`src/rtl/sram_ctl_pkg.sv`:
```
package sram_ctl_pkg;

    typedef enum logic [2:0] {
        ST_IDLE,
        ST_RD,
        ST_RD_DONE,
        ST_WR_TURN,
        ST_WR_PULSE,
        ST_WR_END
    } seq_state_e;

    // Active-high view of the memory-side controls
    typedef struct packed {
        logic sel;
        logic we;
        logic oe;
        logic drive;
    } mem_ctl_t;

    function automatic int imax(input int a, input int b);
        return (a > b) ? a : b;
    endfunction

    // Ceiling of ns/period, never below one cycle
    function automatic int ns_to_cyc(input int ns, input int period);
        return imax(1, (ns + period - 1) / period);
    endfunction

    function automatic mem_ctl_t ctl_for(input seq_state_e s);
        mem_ctl_t c;
        c = '0;
        unique case (s)
            ST_RD:       begin c.sel = 1'b1; c.oe = 1'b1; end
            ST_WR_TURN:  c.sel = 1'b1;
            ST_WR_PULSE: begin c.sel = 1'b1; c.we = 1'b1; c.drive = 1'b1; end
            ST_WR_END:   begin c.sel = 1'b1; c.drive = 1'b1; end
            default:     c = '0;
        endcase
        return c;
    endfunction

endpackage

```
`src/rtl/sram_wait_timer.sv`:
```
module sram_wait_timer #(
    parameter int CNT_W = 5
) (
    input  logic             clk,
    input  logic             rst,
    input  logic             load,
    input  logic [CNT_W-1:0] load_val,
    output logic             expired
);
    logic [CNT_W-1:0] cnt_q;

    always_ff @(posedge clk) begin
        if (rst)
            cnt_q <= '0;
        else if (load)
            cnt_q <= load_val;
        else if (cnt_q != '0)
            cnt_q <= cnt_q - 1'b1;
    end

    assign expired = (cnt_q == '0);
endmodule

```
`src/rtl/sram_seq_fsm.sv`:
```
module sram_seq_fsm
    import sram_ctl_pkg::*;
#(
    parameter int CNT_W    = 5,
    parameter int RD_CYC   = 14,
    parameter int TURN_CYC = 6,
    parameter int WP_CYC   = 10
) (
    input  logic             clk,
    input  logic             rst,
    input  logic             start,
    input  logic             start_write,
    input  logic             expired,
    output logic             tmr_load,
    output logic [CNT_W-1:0] tmr_val,
    output logic             capture,
    output mem_ctl_t         ctl,
    output logic             ready,
    output logic             done
);
    localparam logic [CNT_W-1:0] RD_LD   = CNT_W'(RD_CYC - 1);
    localparam logic [CNT_W-1:0] TURN_LD = CNT_W'(TURN_CYC - 1);
    localparam logic [CNT_W-1:0] WP_LD   = CNT_W'(WP_CYC - 1);

    seq_state_e state_q, state_d;
    mem_ctl_t   ctl_q;

    always_comb begin
        state_d  = state_q;
        tmr_load = 1'b0;
        tmr_val  = '0;
        capture  = 1'b0;
        unique case (state_q)
            ST_IDLE: begin
                if (start) begin
                    tmr_load = 1'b1;
                    if (start_write) begin
                        state_d = ST_WR_TURN;
                        tmr_val = TURN_LD;
                    end else begin
                        state_d = ST_RD;
                        tmr_val = RD_LD;
                    end
                end
            end
            ST_RD: begin
                if (expired) begin
                    capture = 1'b1;
                    state_d = ST_RD_DONE;
                end
            end
            ST_RD_DONE: state_d = ST_IDLE;
            ST_WR_TURN: begin
                if (expired) begin
                    state_d  = ST_WR_PULSE;
                    tmr_load = 1'b1;
                    tmr_val  = WP_LD;
                end
            end
            ST_WR_PULSE: if (expired) state_d = ST_WR_END;
            ST_WR_END:   state_d = ST_IDLE;
            default:     state_d = ST_IDLE;
        endcase
    end

    always_ff @(posedge clk) begin
        if (rst) begin
            state_q <= ST_IDLE;
            ctl_q   <= '0;
        end else begin
            state_q <= state_d;
            ctl_q   <= ctl_for(state_d);
        end
    end

    assign ctl   = ctl_q;
    assign ready = (state_q == ST_IDLE);
    assign done  = (state_q == ST_RD_DONE) || (state_q == ST_WR_END);
endmodule

```
`src/rtl/sram_io_regs.sv`:
```
module sram_io_regs #(
    parameter int ADDR_W = 13,
    parameter int DATA_W = 8
) (
    input  logic              clk,
    input  logic              rst,
    input  logic              accept,
    input  logic              capture,
    input  logic [ADDR_W-1:0] in_addr,
    input  logic [DATA_W-1:0] in_wdata,
    input  logic [DATA_W-1:0] bus_in,
    output logic [ADDR_W-1:0] addr_out,
    output logic [DATA_W-1:0] wdata_out,
    output logic [DATA_W-1:0] rdata_out
);
    always_ff @(posedge clk) begin
        if (rst) begin
            addr_out  <= '0;
            wdata_out <= '0;
            rdata_out <= '0;
        end else begin
            if (accept) begin
                addr_out  <= in_addr;
                wdata_out <= in_wdata;
            end
            if (capture)
                rdata_out <= bus_in;
        end
    end
endmodule

```
`src/rtl/sram_async_ctl.sv`:
```
module sram_async_ctl
    import sram_ctl_pkg::*;
#(
    parameter int ADDR_W          = 13,
    parameter int DATA_W          = 8,
    parameter int CLK_PERIOD_NS   = 5,
    parameter int T_CYCLE_NS      = 70,
    parameter int T_ADDR_ACC_NS   = 70,
    parameter int T_OE_ACC_NS     = 40,
    parameter int T_WE_PULSE_NS   = 50,
    parameter int T_CE_WRITE_NS   = 65,
    parameter int T_DATA_SETUP_NS = 35,
    parameter int T_OE_FLOAT_NS   = 25,
    parameter int T_WE_FLOAT_NS   = 30
) (
    input  logic              clk,
    input  logic              rst,
    input  logic              host_req,
    input  logic              host_write,
    input  logic [ADDR_W-1:0] host_addr,
    input  logic [DATA_W-1:0] host_wdata,
    output logic              host_ready,
    output logic              host_done,
    output logic [DATA_W-1:0] host_rdata,
    output logic              mem_ce_n,
    output logic              mem_ce,
    output logic              mem_we_n,
    output logic              mem_oe_n,
    output logic [ADDR_W-1:0] mem_addr,
    output logic [DATA_W-1:0] mem_dq_o,
    input  logic [DATA_W-1:0] mem_dq_i,
    output logic              mem_dq_oe
);
    localparam int CYC_CYCLE = ns_to_cyc(T_CYCLE_NS, CLK_PERIOD_NS);
    localparam int RD_CYC    = imax(imax(CYC_CYCLE, ns_to_cyc(T_ADDR_ACC_NS, CLK_PERIOD_NS)),
                                    ns_to_cyc(T_OE_ACC_NS, CLK_PERIOD_NS));
    localparam int TURN_CYC  = imax(ns_to_cyc(T_OE_FLOAT_NS, CLK_PERIOD_NS),
                                    ns_to_cyc(T_WE_FLOAT_NS, CLK_PERIOD_NS));
    localparam int WP_CYC    = imax(imax(ns_to_cyc(T_WE_PULSE_NS, CLK_PERIOD_NS),
                                         ns_to_cyc(T_DATA_SETUP_NS, CLK_PERIOD_NS)),
                                    imax(ns_to_cyc(T_CE_WRITE_NS, CLK_PERIOD_NS) - TURN_CYC,
                                         CYC_CYCLE - TURN_CYC - 1));
    localparam int MAX_CYC   = imax(RD_CYC, imax(TURN_CYC, WP_CYC));
    localparam int CNT_W     = $clog2(MAX_CYC) + 1;

    logic             accept;
    logic             capture;
    logic             tmr_load;
    logic [CNT_W-1:0] tmr_val;
    logic             expired;
    mem_ctl_t         ctl;

    assign accept = host_req && host_ready;

    sram_wait_timer #(.CNT_W(CNT_W)) u_timer (
        .clk      (clk),
        .rst      (rst),
        .load     (tmr_load),
        .load_val (tmr_val),
        .expired  (expired)
    );

    sram_seq_fsm #(
        .CNT_W    (CNT_W),
        .RD_CYC   (RD_CYC),
        .TURN_CYC (TURN_CYC),
        .WP_CYC   (WP_CYC)
    ) u_fsm (
        .clk         (clk),
        .rst         (rst),
        .start       (accept),
        .start_write (host_write),
        .expired     (expired),
        .tmr_load    (tmr_load),
        .tmr_val     (tmr_val),
        .capture     (capture),
        .ctl         (ctl),
        .ready       (host_ready),
        .done        (host_done)
    );

    sram_io_regs #(.ADDR_W(ADDR_W), .DATA_W(DATA_W)) u_io (
        .clk       (clk),
        .rst       (rst),
        .accept    (accept),
        .capture   (capture),
        .in_addr   (host_addr),
        .in_wdata  (host_wdata),
        .bus_in    (mem_dq_i),
        .addr_out  (mem_addr),
        .wdata_out (mem_dq_o),
        .rdata_out (host_rdata)
    );

    assign mem_ce_n  = ~ctl.sel;
    assign mem_ce    = ctl.sel;
    assign mem_we_n  = ~ctl.we;
    assign mem_oe_n  = ~ctl.oe;
    assign mem_dq_oe = ctl.drive;
endmodule

```
`config.mk`:
```
export PLATFORM = sky130hd
export DESIGN_NAME = sram_async_ctl
export DESIGN_NICKNAME = d
export VERILOG_FILES = /design/src/rtl/sram_ctl_pkg.sv /design/src/rtl/sram_wait_timer.sv /design/src/rtl/sram_seq_fsm.sv /design/src/rtl/sram_io_regs.sv /design/src/rtl/sram_async_ctl.sv
export SDC_FILE = /design/constraint.sdc
export NUM_CORES = 1
export LEC_CHECK = 0
export BUFFER_PORTS_ARGS = -buffer_cell sky130_fd_sc_hd__buf_2
export CAP_MARGIN = 20
export CORE_ASPECT_RATIO = 1.4
export CORE_MARGIN = 5
export CORE_UTILIZATION = 45
export DETAILED_ROUTE_END_ITERATION = 8
export GPL_TIMING_DRIVEN = 0
export PLACE_DENSITY_LB_ADDON = 0.15
export SLEW_MARGIN = 20
export SYNTH_ARGS = -nofsm -noshare
export SYNTH_HDL_FRONTEND = slang
export SYNTH_SLANG_ARGS = --single-unit
```
`constraint.sdc`:
```
create_clock -name clk -period 2.5 [get_ports clk]
set_clock_uncertainty 0.2 [all_clocks]
set_input_delay 0.125 -clock clk [delete_from_list [all_inputs] [get_ports clk]]
set_output_delay 0.125 -clock clk [all_outputs]
set_load 0.01 [all_outputs]
```
* After elaboration in Yosys (flattened, before gate mapping) *
Cells that the tools add are included.

cells by class
  multiplexer cells = 20
  reduce and logical (&&, ||, !) cells = 8
  equality and inequality tests = 9
  add/subtract/negate cells = 1
  bitwise logic cells = 3

operators by type and width
  kind                                                                 count
  5-bit 2-to-1 mux                                                     3
  3-bit == test (second input constant)                                4
  3-bit 2-to-1 mux                                                     4
  3-bit case mux with 4 select lines                                   1
  5-bit case mux with 2 select lines                                   1
  3-bit by 2-bit == test with 1-bit output (second input constant)     3
  4-bit 2-to-1 mux                                                     2
  1-bit 2-to-1 mux                                                     7
  3-bit by 1-bit == test with 1-bit output (second input constant)     2
  5-bit zero test                                                      1
  5-bit nonzero test                                                   1
  5-bit by 1-bit subtractor with 5-bit output (second input constant)  1
  4-bit OR reduction                                                   1
  3-bit zero test                                                      1
  1-bit inverter                                                       3
  2-bit 2-to-1 mux                                                     1
  1-bit case mux with 2 select lines                                   1
  2-bit nonzero test                                                   1
  2-bit OR reduction                                                   1
  1-bit logical AND                                                    1
  1-bit logical OR                                                     1

storage, ports and cells
  input bits = 33
  word-level logic and storage cells = 50
  register bits = 41

* Logic depth before layout (Yosys ltp) *
Gate-level depths: netlist (run 1).

  depth in word-level cells = 7
  mapped depth = 7
  depth with buffers taken out = 5

* Cells and area by module *
A second synthesis (run 1) with hierarchy kept.

unflattened totals
  cell total of the unflattened synthesis = 178
  area, all modules = 1752.9 um2

modules (own cells, without submodules)
  module           instances  area each (um2)  cells an instance  sequential area each (um2)
  sram_io_regs     1          1036.0           94                 580.6
  sram_seq_fsm     1          411.6            48                 140.1
  sram_wait_timer  1          287.8            32                 100.1
  sram_async_ctl   1          17.5             4                  0.0

* Least setup slack after synthesis (run 1) *
Ideal clock, no wire load.

  kind = register to register
  from = register u_timer.cnt_q[0]
  to = register u_io.rdata_out[0]
  slack = 0.590 ns
  stages on the path, launching flop included = 8
  setup time = 0.072 ns
  period minus slack after synthesis = 1.910 ns
  data arrival time = 1.639 ns
  cells stage by stage = dfxtp_1 > inv_1 > ha_1 > or4b_4 > buf_6 > nor3b_4 > buf_6 > mux2i_1

between the ends
  word-level cells in the longest chain between the ends = 3

ends and longest elaborated chain
  what                      line                   text
  start: declaration        sram_wait_timer.sv:10  logic [CNT_W-1:0] cnt_q;
  start signal: assignment  sram_wait_timer.sv:16  cnt_q <= load_val;
  start signal: assignment  sram_wait_timer.sv:18  cnt_q <= cnt_q - 1'b1;
  5-bit zero test           sram_wait_timer.sv:21  assign expired = (cnt_q == '0);
  1-bit 2-to-1 mux          sram_seq_fsm.sv:47     if (expired) begin
  1-bit 2-to-1 mux          sram_seq_fsm.sv:33     unique case (state_q)
  end signal: assignment    sram_io_regs.sv:27     rdata_out <= bus_in;
  end: declaration          sram_io_regs.sv:14     output logic [DATA_W-1:0] rdata_out

Every way passes these cells.
A chain may end at the register's enable or synchronous reset.

* Worst setup path after layout (run 1) *
  from = register u_timer.cnt_q[0]
  to = register u_io.rdata_out[1]

Same word-level chain as after synthesis.

==> impl_metrics.json, run 1 <==
{
  "wl_per_cell_um": 12.9,
  "htree_levels": 2,
  "crit_fanout": 8,
  "first_iter_violations": 29,
  "required_ns": 2.52,
  "port_buffers": 67,
  "path_clk_slew_ns": 0.08,
  "max_freq_mhz": 478,
  "fin_nets": 339,
  "powerDensity_mw_per_mm2": 898,
  "setup_viol": 0,
  "p_int_mw": 1.48,
  "drc": 0,
  "fill_cells": 302,
  "die_h_um": 82.5,
  "yosysMostFrequentCell": "nand2_1",
  "antenna_found_initial": 0,
  "end_kind": "flop",
  "synth_top_cell_area_share": 0.486,
  "synthCells": 199,
  "synthTopCellsByCount": "nand2_1, dfxtp_1, a21oi_1, clkbuf_1, mux2i_1",
  "grt_pass1_wl_mm": 7.02,
  "grt_use_total": 0.183,
  "seq_area_frac_synth": 0.486,
  "crit_path_start_kind": "flop",
  "worst_pin_slew_ns": 0.532,
  "via_per_inst": 4.90,
  "ios": 69,
  "timing.rr.end": "u_io.rdata_out[1]",
  "slew_headroom": 0.644,
  "finalCritPeriodShare": 0.837,
  "maxCapViolations": 0,
  "gp_congestion": 0.762,
  "dp_hpwl_mm": 2.90,
  "cts_tree": "yes",
  "diodes": 0,
  "p_clk_frac": 0.249,
  "drive_above_1_share": 0.272,
  "arrival_ns": 2.11,
  "whs_path_depth": 2,
  "period_needed_ns": 2.09,
  "gr-total-overflow": 0,
  "hold_path_startpoint": "rst",
  "fp.dieW_um": 61.8,
  "syn_avg_cell_area_um2": 8.49,
  "hold_viol": 0,
  "yosys_register_bits": 41,
  "total_power_mw": 2.25,
  "reg2reg_depth": 7,
  "synth_top_cell_by_area": "dfxtp_1",
  "die-area_mm2": 0.00510,
  "netlist_area_mm2": 0.00169,
  "grt_pass1_vias": 1629,
  "insertion_delay_ns": 0.30,
  "pwr-share-comb": 0.369,
  "area_delta_synth_final_pct": 48.4,
  "min_to": "u_fsm.state_q[1]",
  "post-route-util": 0.688,
  "antenna_left": 0,
  "clockBufferDepth": 2,
  "ys_warn_count": 0,
  "fin_setup_tns_ns": 0,
  "drt-total-wl_mm": 4.46,
  "switching_power_mw": 0.769,
  "cts_hold_buf": 31,
  "synth_flop_cell": "dfxtp_1",
  "cts_made_buffers": 5,
  "ctsRootBufferMaster": "clkbuf_8",
  "r2r_start": "u_timer.cnt_q[0]",
  "critical_path_class": "reg2reg",
  "multi_input_area_um2": 772,
  "drv_slew": 0,
  "routed-via-count": 1700,
  "yosys-top-cells-area": "dfxtp_1, nand2_1, a21oi_1",
  "rsz0062_at_grt": "false",
  "status": "finished clean",
  "start_util": 0.464,
  "r2r_slack_ns": 0.41,
  "seqPwrFrac": 0.382,
  "synth_edf_count": 0,
  "core_area_mm2": 0.00364,
  "firstDrtPassIters": 6,
  "peakVddDrop_mv": 0.682,
  "cts_resized": 0,
  "p_leak_nw": 1.11,
  "holdCritPathClass": "in2reg",
  "ys_types": 31,
  "swShare": 0.342,
  "rows": 26,
  "seq_area_um2": 821,
  "clock-sinks": 41,
  "grt_max_degree": 14,
  "post_cts_buffers": 0,
  "syn_nets": 234,
  "async_flop_share": 0
}
[worst max-delay path by stage]
stage	startpoint	endpoint	slack, ns	cells past startpoint
CTS	u_timer.cnt_q[0]	u_io.rdata_out[7]	0.38	7
global route	u_timer.cnt_q[0]	u_io.rdata_out[7]	0.27	7
detailed placement	u_timer.cnt_q[0]	u_io.rdata_out[7]	0.42	7
finish	u_timer.cnt_q[0]	u_io.rdata_out[1]	0.41	7
floorplan	u_timer.cnt_q[0]	u_io.rdata_out[0]	0.59	7
global placement	u_timer.cnt_q[0]	u_io.rdata_out[2]	0.47	7
[worst max-delay path, cell delays in order, from the launching register on]
cell	delay, ns
dfxtp_1	0.33
inv_1	0.11
ha_1	0.21
or4b_4	0.47
buf_6	0.16
nor3b_4	0.17
buf_6	0.17
mux2i_1	0.20
[placed cells by master (no fill, tap or decap), types with 2 or more instances in the layout]
cell,netlist,layout
nand2b_1,3,3
buf_2,2,69
nor4b_4,2,2
nor2_1,4,4
o22ai_1,2,2
clkbuf_1,11,11
xor2_1,2,2
ha_1,2,2
inv_1,5,5
clkbuf_8,0,6
buf_6,2,2
dlygate4sd3_1,0,31
nor2b_1,2,2
nand2_1,62,62
dfxtp_1,41,41
nand3_1,4,4
a21oi_1,26,26
mux2i_1,9,9
nor3_1,5,5
a2111oi_0,2,2
[registers in the layout, summed over array words and instances (netlist names)]
name,flops
u_fsm.ctl,4
u_io.wdata_out,8
u_io.addr_out,13
u_io.rdata_out,8
u_fsm.state_q,3
u_timer.cnt_q,5
[logic make-up (layout without fill, tap and decap cells)]
group | Yosys count | in the layout | synth area share
AND/OR/NAND/NOR | 87 | 87 | 0.254
adder cells (fa/ha/maj) | 2 | 2 | 0.0148
flip-flops | 41 | 41 | 0.486
buffers and inverters | 21 | 127 | 0.0570
XOR/XNOR | 2 | 2 | 0.0104
AO/OA/AOI/OAI | 37 | 37 | 0.124
multiplexers | 9 | 9 | 0.0533
[through the flow]
step	setup WS [ns]	hold slack [ns]	instances	area (um^2)
after floorplan	0.590	0.0610	199	1690
after global placement	0.465	0.167	308	2080
after detailed placement	0.423	0.171	308	2080
after CTS	0.381	0.00950	347	2510
after global routing	0.272	0.0394	347	2510
final	0.408	0.0144	347	2510
[power groups by stage]
stage	clock, mW	sequential, mW	combinational (mW)
after detailed placement	0	0.873	0.792
after global placement	0	0.872	0.779
after floorplan	0	0.897	0.535
after global routing	0.604	0.873	0.923
final	0.561	0.860	0.831
after CTS	0.575	0.860	0.836
[metal layers]
| metal | share of wire | vias up | GRT usage | wire length [um] |
|---|---|---|---|---|
| met4 | 0.018 | 0 | 0.0637 | 80 |
| met3 | 0.074 | 10 | 0.0498 | 329 |
| li1 | - | 870 | - | - |
| met1 | 0.41 | 761 | 0.195 | 1830 |
| met2 | 0.50 | 59 | 0.333 | 2220 |
| met5 | 0 | - | 0 | 0 |
[layout make-up]
| type | count | share of cell area |
|---|---|---|
| flip-flops and latches | 41 | 0.327 |
| multi-input cells | 137 | 0.308 |
| repair buffers | 98 | 0.257 |
| clock buffers | 6 | 0.0329 |
| plain buffers | 15 | 0.0294 |
| well taps | 42 | 0.0210 |
| clock inverters | 2 | 0.0150 |
| inverters | 6 | 0.00898 |
(Power assumes the default switching activity.)
==> run 2: changes to the inputs <==
- CORE_UTILIZATION: 45 -> 42
- clock period: 2.5 -> 1.9 ns (I/O delays scaled with it)
==> run 2 against run 1 <==
  * Worst hold slack better by 0.24 ns
  * Critical endpoint is now u_io.rdata_out[0]
  * Power grew 38%
  * Core utilization is 2.6 points lower
==> impl_metrics.json, run 2 (synthesized netlist as in run 1, its figures left out) <==
{
  "grt_pass1_vias": 1767,
  "r2r_slack_ns": 0.04,
  "crit_path_start_kind": "flop",
  "rows": 27,
  "dp_hpwl_mm": 2.96,
  "grt_use_total": 0.180,
  "insertion_delay_ns": 0.30,
  "final_common_cell": "buf_2",
  "antenna_left": 0,
  "powerDensity_mw_per_mm2": 1200,
  "crit_fanout": 8,
  "cts_made_buffers": 5,
  "drv_slew": 0,
  "maxCapViolations": 0,
  "firstDrtPassIters": 4,
  "worst_pin_slew_ns": 0.492,
  "fin_nets": 348,
  "port_buffers": 67,
  "setup_viol": 0,
  "gp_congestion": 0.726,
  "area_delta_synth_final_pct": 53.6,
  "largest_register": "u_io.addr_out",
  "slowest_delay_ns": 0.49,
  "die-area_mm2": 0.00541,
  "path_cells": "inv_2, ha_4, or4b_4, nor3b_4, buf_6, mux2i_1",
  "start_util": 0.431,
  "drive_above_1_share": 0.315,
  "period_needed_ns": 1.86,
  "post-route-util": 0.662,
  "die_h_um": 85.0,
  "via_per_inst": 4.95,
  "htree_levels": 2,
  "gr-total-overflow": 0,
  "required_ns": 1.93,
  "hold_viol": 0,
  "end_kind": "flop",
  "clock-sinks": 41,
  "setup_ws_ns": 0.0441,
  "peakVddDrop_mv": 0.870,
  "routed-via-count": 1767,
  "p_leak_nw": 1.16,
  "drt-total-wl_mm": 4.61,
  "wl_per_cell_um": 12.9,
  "fp.dieW_um": 63.6,
  "largest_reg_flops": 13,
  "grt_pass1_wl_mm": 7.91,
  "drc": 0,
  "final_cell_mix": "buf_2, nand2_1, dfxtp_1",
  "hold_ws_ns": 0.254,
  "core_area_mm2": 0.00392,
  "status": "finished clean",
  "grt_max_degree": 14,
  "holdCritPathClass": "reg2reg",
  "slew_headroom": 0.672,
  "max_freq_mhz": 539,
  "diodes": 0,
  "critical_path_class": "reg2reg",
  "finalCritPeriodShare": 0.977,
  "antenna_found_initial": 0,
  "dp_slack_ns": -0.110,
  "reg_top3": "u_io.addr_out (13), u_io.rdata_out (8), u_io.wdata_out (8)",
  "first_iter_violations": 38,
  "clockBufferDepth": 2,
  "rsz0062_at_grt": "true",
  "arrival_ns": 1.88,
  "ios": 69,
  "cts_tree": "yes",
  "cp_slowest_cell": "or4b_4",
  "path_clk_slew_ns": 0.08,
  "ctsRootBufferMaster": "clkbuf_8"
}
[run 2: changes by cell type in the layout (fill, tap and decap cells not counted), sizes merged]
cell,delta
dlygate4sd3,+1
buf,+10
clkbuf,-2
[run 2: timing repair]
item	4_1_cts	5_1_grt
pin swaps	2	2
setup endpoints to repair	8	29
hold buffers	32	0
endpoints found under the hold margin	33	0
buffers inserted	4	5
gates cloned	0	0
gates resized for setup	5	6
[run 2: through the flow]
step	std cells	TNS (ns)	power (mW)	area [um^2]
floorplan	199	0	1.89	1690
global placement	309	-0.702	2.18	2080
detailed placement	309	-0.783	2.19	2080
CTS	352	0	3.06	2550
global route	357	-0.218	3.32	2590
finish	357	0	3.12	2590
[run 2: worst paths after layout]
check / from / to / cells past startpoint
max reg2reg: u_timer.cnt_q[1] / u_io.rdata_out[0] / 6
min reg2reg: u_io.addr_out[8] / u_io.addr_out[8] / 2
min: u_io.addr_out[8] / u_io.addr_out[8] / 2
max: u_timer.cnt_q[1] / u_io.rdata_out[0] / 6
[run 2: final cells by class]
class                           count  area [um^2]
Fill cell                         342         1330
Sequential cell                    41          823
Multi-Input combinational cell    137          785
Timing Repair Buffer              108          723
Clock buffer                        6         82.6
Buffer                             14         66.3
Tap cell                           43         53.8
Clock inverter                      2         37.5
Inverter                            6         22.5
[run 2: per-layer routing]
metal / track usage / wire, um / vias to the layer above / share of wire
met5: 0 / 0 / - / 0
met4: 0.0662 / 106 / 0 / 0.023
met3: 0.0649 / 375 / 12 / 0.081
met2: 0.332 / 2370 / 67 / 0.51
met1: 0.181 / 1760 / 797 / 0.38
li1: - / - / 891 / -
[run 2: power breakdown]
| part | total [mW] | internal [mW] | switching (mW) |
|---|---|---|---|
| Clock | 0.742 | 0.427 | 0.314 |
| Combinational | 1.23 | 0.612 | 0.623 |
| Sequential | 1.14 | 1.02 | 0.122 |
| Total | 3.12 | 2.06 | 1.06 |
[run 2: critical path, delay by kind of cell, from the launching register on]
family,cells,cell delay (ns)
adders and majority gates,1,0.13
buffers and inverters,2,0.25
and+or+nand+nor,2,0.68
muxes,1,0.19
DFF,1,0.34
